$ cat src/rtl/sbq_pkg.sv
package sbq_pkg;

  typedef enum logic [1:0] {
    ST_IDLE,
    ST_SEARCH,
    ST_WRITE
  } sbqState_e;

  // Strobes from control to datapath
  typedef struct packed {
    logic push;      // store append at tail
    logic clear;     // drop every record
    logic drop;      // remove record at latched hit index
    logic takeLine;  // latch invalidate line address
    logic takeHit;   // latch first-hit index
  } sbqOps_t;

endpackage

$ cat src/rtl/sbq_first_hit.sv
module sbq_first_hit #(
  parameter int N    = 8,
  parameter int IW   = (N > 1) ? $clog2(N) : 1
) (
  input  logic [N-1:0]  hitVec,
  output logic          found,
  output logic [IW-1:0] idx
);
  // Lowest index (oldest record) wins
  always_comb begin
    found = |hitVec;
    idx   = '0;
    for (int i = N - 1; i >= 0; i--) begin
      if (hitVec[i]) idx = IW'(i);
    end
  end
endmodule

$ cat src/rtl/sbq_datapath.sv
module sbq_datapath
  import sbq_pkg::*;
#(
  parameter int ADDR_W    = 32,
  parameter int DATA_W    = 32,
  parameter int DEPTH     = 8,
  parameter int LINE_BITS = 5,
  localparam int IDX_W    = $clog2(DEPTH),
  localparam int CNT_W    = $clog2(DEPTH + 1)
) (
  input  logic              clk,
  input  logic              rst_n,
  input  sbqOps_t           ops,
  input  logic [ADDR_W-1:0] appendAddr,
  input  logic [DATA_W-1:0] appendData,
  input  logic [ADDR_W-1:0] invalAddr,
  output logic              full,
  output logic              hitFound,
  output logic [ADDR_W-1:0] memAddr,
  output logic [DATA_W-1:0] memData,
  output logic [CNT_W-1:0]  entryCount
);
  localparam int TAG_W = ADDR_W - LINE_BITS;

  logic [ADDR_W-1:0] addrQ [DEPTH];
  logic [DATA_W-1:0] dataQ [DEPTH];
  logic [CNT_W-1:0]  count;
  logic [TAG_W-1:0]  lineReg;
  logic [IDX_W-1:0]  hitIdx;
  logic [IDX_W-1:0]  firstIdx;
  logic [DEPTH-1:0]  hitVec;
  logic [CNT_W-1:0]  pushSlot;

  // Per-record line comparators
  for (genvar g = 0; g < DEPTH; g++) begin : g_cmp
    assign hitVec[g] = (CNT_W'(g) < count) &&
                       (addrQ[g][ADDR_W-1:LINE_BITS] == lineReg);
  end

  sbq_first_hit #(.N(DEPTH), .IW(IDX_W)) u_first (
    .hitVec(hitVec),
    .found (hitFound),
    .idx   (firstIdx)
  );

  assign full       = (count == CNT_W'(DEPTH));
  assign entryCount = count;
  assign memAddr    = addrQ[hitIdx];
  assign memData    = dataQ[hitIdx];
  assign pushSlot   = ops.drop ? (count - CNT_W'(1)) : count;

  always_ff @(posedge clk) begin
    if (!rst_n) begin
      lineReg <= '0;
      hitIdx  <= '0;
    end else begin
      if (ops.takeLine) lineReg <= invalAddr[ADDR_W-1:LINE_BITS];
      if (ops.takeHit)  hitIdx  <= firstIdx;
    end
  end

  // Storage: compaction on removal, then tail write (later assignment wins)
  always_ff @(posedge clk) begin
    if (ops.drop) begin
      for (int i = 0; i < DEPTH - 1; i++) begin
        if (IDX_W'(i) >= hitIdx) begin
          addrQ[i] <= addrQ[i+1];
          dataQ[i] <= dataQ[i+1];
        end
      end
    end
    if (ops.push) begin
      addrQ[IDX_W'(pushSlot)] <= appendAddr;
      dataQ[IDX_W'(pushSlot)] <= appendData;
    end
  end

  always_ff @(posedge clk) begin
    if (!rst_n) begin
      count <= '0;
    end else if (ops.clear) begin
      count <= '0;
    end else begin
      count <= count + CNT_W'(ops.push) - CNT_W'(ops.drop);
    end
  end
endmodule

$ cat src/rtl/sbq_control.sv
module sbq_control
  import sbq_pkg::*;
(
  input  logic    clk,
  input  logic    rst_n,
  input  logic    appendValid,
  input  logic    appendCacheable,
  input  logic    discardReq,
  input  logic    invalValid,
  input  logic    memAck,
  input  logic    full,
  input  logic    hitFound,
  output sbqOps_t ops,
  output logic    memReq,
  output logic    busy,
  output logic    overflow,
  output logic    invalDone
);
  sbqState_e state, nextState;
  logic idle, discardGo, invalGo, appendWant;

  always_comb begin
    idle       = (state == ST_IDLE);
    discardGo  = discardReq && idle;
    invalGo    = invalValid && idle && !discardReq;
    appendWant = appendValid && appendCacheable && !discardGo;

    ops          = '0;
    ops.push     = appendWant && !full;
    ops.clear    = discardGo;
    ops.takeLine = invalGo;
    ops.takeHit  = (state == ST_SEARCH);
    ops.drop     = (state == ST_WRITE) && memAck;

    nextState = state;
    unique case (state)
      ST_IDLE:   if (invalGo) nextState = ST_SEARCH;
      ST_SEARCH: nextState = hitFound ? ST_WRITE : ST_IDLE;
      ST_WRITE:  if (memAck) nextState = ST_IDLE;
      default:   nextState = ST_IDLE;
    endcase
  end

  assign memReq = (state == ST_WRITE);
  assign busy   = !idle;

  always_ff @(posedge clk) begin
    if (!rst_n) begin
      state     <= ST_IDLE;
      overflow  <= 1'b0;
      invalDone <= 1'b0;
    end else begin
      state     <= nextState;
      overflow  <= appendWant && full;
      invalDone <= ((state == ST_SEARCH) && !hitFound) ||
                   ((state == ST_WRITE) && memAck);
    end
  end
endmodule

$ cat src/rtl/line_backup_queue.sv
module line_backup_queue
  import sbq_pkg::*;
#(
  parameter int ADDR_W    = 32,
  parameter int DATA_W    = 32,
  parameter int DEPTH     = 8,
  parameter int LINE_BITS = 5,
  localparam int CNT_W    = $clog2(DEPTH + 1)
) (
  input  logic              clk,
  input  logic              rst_n,
  input  logic              appendValid,
  input  logic [ADDR_W-1:0] appendAddr,
  input  logic [DATA_W-1:0] appendData,
  input  logic              appendCacheable,
  input  logic              discardReq,
  input  logic              invalValid,
  input  logic [ADDR_W-1:0] invalAddr,
  output logic              memReq,
  output logic [ADDR_W-1:0] memAddr,
  output logic [DATA_W-1:0] memData,
  input  logic              memAck,
  output logic              full,
  output logic              overflow,
  output logic              busy,
  output logic              invalDone
);
  sbqOps_t          ops;
  logic             hitFound;
  logic [CNT_W-1:0] entryCount;

  sbq_control u_ctrl (
    .clk            (clk),
    .rst_n          (rst_n),
    .appendValid    (appendValid),
    .appendCacheable(appendCacheable),
    .discardReq     (discardReq),
    .invalValid     (invalValid),
    .memAck         (memAck),
    .full           (full),
    .hitFound       (hitFound),
    .ops            (ops),
    .memReq         (memReq),
    .busy           (busy),
    .overflow       (overflow),
    .invalDone      (invalDone)
  );

  sbq_datapath #(
    .ADDR_W   (ADDR_W),
    .DATA_W   (DATA_W),
    .DEPTH    (DEPTH),
    .LINE_BITS(LINE_BITS)
  ) u_dp (
    .clk       (clk),
    .rst_n     (rst_n),
    .ops       (ops),
    .appendAddr(appendAddr),
    .appendData(appendData),
    .invalAddr (invalAddr),
    .full      (full),
    .hitFound  (hitFound),
    .memAddr   (memAddr),
    .memData   (memData),
    .entryCount(entryCount)
  );
endmodule

$ cat config.mk
export PLATFORM = sky130hd
export DESIGN_NAME = line_backup_queue
export DESIGN_NICKNAME = d
export VERILOG_FILES = /design/src/rtl/sbq_pkg.sv /design/src/rtl/sbq_first_hit.sv /design/src/rtl/sbq_datapath.sv /design/src/rtl/sbq_control.sv /design/src/rtl/line_backup_queue.sv
export SDC_FILE = /design/constraint.sdc
export NUM_CORES = 1
export LEC_CHECK = 0
export ABC_AREA = 0
export BUFFER_PORTS_ARGS = -buffer_cell sky130_fd_sc_hd__clkbuf_2
export CAP_MARGIN = 5
export CORE_ASPECT_RATIO = 0.75
export CORE_UTILIZATION = 40
export DETAILED_ROUTE_END_ITERATION = 8
export PLACE_DENSITY = 0.58
export SLEW_MARGIN = 20
export SYNTH_ARGS = -nofsm -noshare
export SYNTH_HDL_FRONTEND = slang
export SYNTH_SLANG_ARGS = --single-unit
$ cat constraint.sdc
create_clock -name clk -period 9.4 [get_ports clk]
set_input_delay 1.41 -clock clk [delete_from_list [all_inputs] [get_ports clk]]
set_output_delay 1.41 -clock clk [all_outputs]
set_load 0.01 [all_outputs]
==> reports/results.tsv <==
metric	value	unit
Critical Path RT	7990	ps
Post-synth EDFFs	512	
Yosys warning count	0	
commonest non-fill, non-tap cells in the layout	edfxtp_1 (512), mux2_2 (413), clkbuf_2 (166)	
worst slew pin tran	1160	ps
minimum clock period	4830	ps
DRT Wirelength	86.6	mm
max_cap viols	0	
Final setup viols	0	
DRT Pass-1 Iters	5	
first-pass GRT wire length	125	mm
VDD IR-drop max	130	uV
status	finished, final reports clean	
Die W	313	um
Leakage	10.8	nW
worst path bufs/invs	2	
Critical Path Fanout Max	88	
Antenna Nets Post-Route	0	
Final Util	0.452	
gr ovfl total	0	
Area after DPL	30600	sq um
Top FF cell, synth	edfxtp_1	
Worst-Skew Late Latency	620	ps
number of buffers created by CTS	58	
largest family of logic cells by synthesized area	multiplexers	
WL/cell	29.7	um
XOR/XNOR share of the synthesized area	0.0660	
Clock Tree Buf Depth	3	
Placer Congestion	0.944	
Mean Syn Cell Area	16.3	sq um
Final Cycle Share	0.514	
# hold bufs at CTS	0	
CP top delay family	flip-flops	
Final Max Slew Viols	0	
Worst Reg-to-Reg Cells	9	
Yosys reg bits	553	
Worst path slowest cell	dfxtp_4	
vias in the first global route	17000	
total stage count of the critical path	4	
commonest non-fill, non-tap cell in the layout	edfxtp_1	
Die ar.	73700	sq um
end of the critical path	memData[25]	
# port buffers	166	
layout overhead on the synthesized area	11.8	%
placed cells	2813	
crit path DAT	3420	ps
multiplexer area fraction after synthesis	0.298	
R2R Setup Slk	5180	ps
Sink Count	553	
clock skew	12.9	ps
Synth Area in Simple Gates	0.0330	
Worst R2R Start	u_dp.entryCount[1]	
Synth Area in Compound Gates	0.0115	
Power, Total	0.00517	W
share of cells above drive strength 1	0.430	
power density over the cells	159	nW/um^2
Final Hold Viols	0	
critical path cell sequence	buf_12, mux4_2, mux2_2, clkbuf_2	
Seq/Total Area, Yosys	0.558	
fin area	32400	sq um
gr usage total	0.234	
distinct cell type count after synthesis	52	
IO Count	172	
CTS resizes	0	
FFs w/ async S/R, synth	0	
largest net degree at the start of global routing	89	
fin nets	2029	
number of non-filler instances in the completed layout	2921	
vias after detailed routing	16800	
post-DP HPWL	54.6	mm
placeable core area	71800	sq um
Mapped Area	29000	sq um
RSZ-0062 raised after global routing	no	
clk slew on worst S/H paths	60	ps
adder-cell share of the synthesized area	0.00457	
synthesized net count	1897	
reg-to-reg critical path endpoint	u_dp.addrQ[4][15]	
Die Ht	235	um
max_slew headroom	0.222	
CP endpoint kind	output pin	
residual DRC count	0	
CTS tree	done	
Setup Crit Path Kind	flop to output pin	
DR iter-0 viols	1523	
post-CTS setup buffers	0	
worst stage delay on the critical path	960	ps
Vias/cell	5.74	
# fillers	6319	
Critical Path Start Type	flop	
htree depth	2	
# rows	85	
Syn Inst Count	1784	
worst hold path class	flop to flop	
initial antenna violation count	8	
Initial Utilization	0.404	
fmax	207	MHz
Hold Path Cell Cnt	1	
setup TNS	0	ps
Root Driver	clkbuf_16	
==> cell type report <==
class / count / area [sq um] / share of cell area
Clock buffer: 87 / 1660 / 0.0513
Inverter: 14 / 55.1 / 0.00170
Timing Repair Buffer: 190 / 1040 / 0.0319
Antenna cell: 2 / 5.00 / 0.000154
Tap cell: 957 / 1200 / 0.0369
Sequential cell: 553 / 16200 / 0.500
Multi-Input combinational cell: 1099 / 12100 / 0.373
Clock inverter: 19 / 164 / 0.00505
==> power by group <==
| part | internal, W | switching, W | total (W) |
|---|---|---|---|
| clock network | 0.00127 | 0.000991 | 0.00226 |
| logic | 0.0000790 | 0.000130 | 0.000209 |
| registers | 0.00267 | 0.0000280 | 0.00270 |
==> worst min-delay path by stage <==
stage                      start  slack, ps                 to
2_1_floorplan     u_dp.hitIdx[2]        500               flop
3_3_place_gp   u_dp.dataQ[6][18]        530  u_dp.dataQ[5][18]
3_5_place_dp   u_dp.dataQ[4][26]        550  u_dp.dataQ[3][26]
4_1_cts         u_dp.addrQ[2][3]        560   u_dp.addrQ[1][3]
5_1_grt        u_dp.dataQ[4][14]        580  u_dp.dataQ[3][14]
6_report       u_dp.dataQ[4][25]        560  u_dp.dataQ[3][25]
==> routing by layer <==
layer	share of wire	vias up	global-route usage
li1	-	7270	-
met1	0.45	8806	0.340
met3	0.090	110	0.0772
met4	0.018	12	0.0483
met5	0.00092	-	0
met2	0.44	575	0.341
==> cell usage after synthesis (all sizes together) (2+ instances only) <==
library cell  number  area, sq um
a211oi             3         27.5
a21o               3         22.5
a21oi             33          165
and2               4         25.0
and2b              2         15.0
and3               4         25.0
buf              101          723
clkbuf            17         63.8
dfxtp             41          821
edfxtp           512        15400
ha                 9          113
inv               14         55.1
mux2             512         5770
mux4             128         2880
nand2             74          293
nand2b             2         12.5
nand3              4         20.0
nand4             30          188
nor2               8         30.0
nor2b              4         35.0
nor3               2         10.0
nor4              34          238
o21ai              8         40.0
o31ai              2         15.0
or4                3         30.0
xnor2             96          848
xor2             122         1070
==> cells by family (layout without fill, tap and decap cells) <==
kind of cell    after synthesis  after routing
mux                         640            640
flops                       553            553
xor+xnor                    218            218
simple gates                175            175
buf+inv                     132            310
compound gates               56             56
fa+ha+maj                    10             10
other cells                   0              2
==> worst register-to-register path, delay by kind of cell, from the launching register on <==
kind / cells / cell delay (ps)
DFF: 1 / 440
buffers and inverters: 3 / 1020
AOI/OAI and AO/OA: 2 / 860
adders and majority gates: 1 / 310
and+or+nand+nor: 3 / 1180
==> state kept, by name, indices dropped and copies added (netlist names), named ones only <==
signal,count
u_dp.addrQ,256
u_dp.entryCount,4
u_ctrl.overflow,1
u_dp.dataQ,256
u_dp.lineReg,27
u_ctrl.invalDone,1
u_ctrl.state,2
u_dp.hitIdx,3
==> through the flow <==
stage          worst slack (ps)  hold slack (ps)
6_report                   4570              559
2_1_floorplan               775              505
4_1_cts                    4470              559
3_5_place_dp               4670              547
5_1_grt                    4360              575
3_3_place_gp               4670              534
No activity file was read; power rests on OpenSTA's default activity.
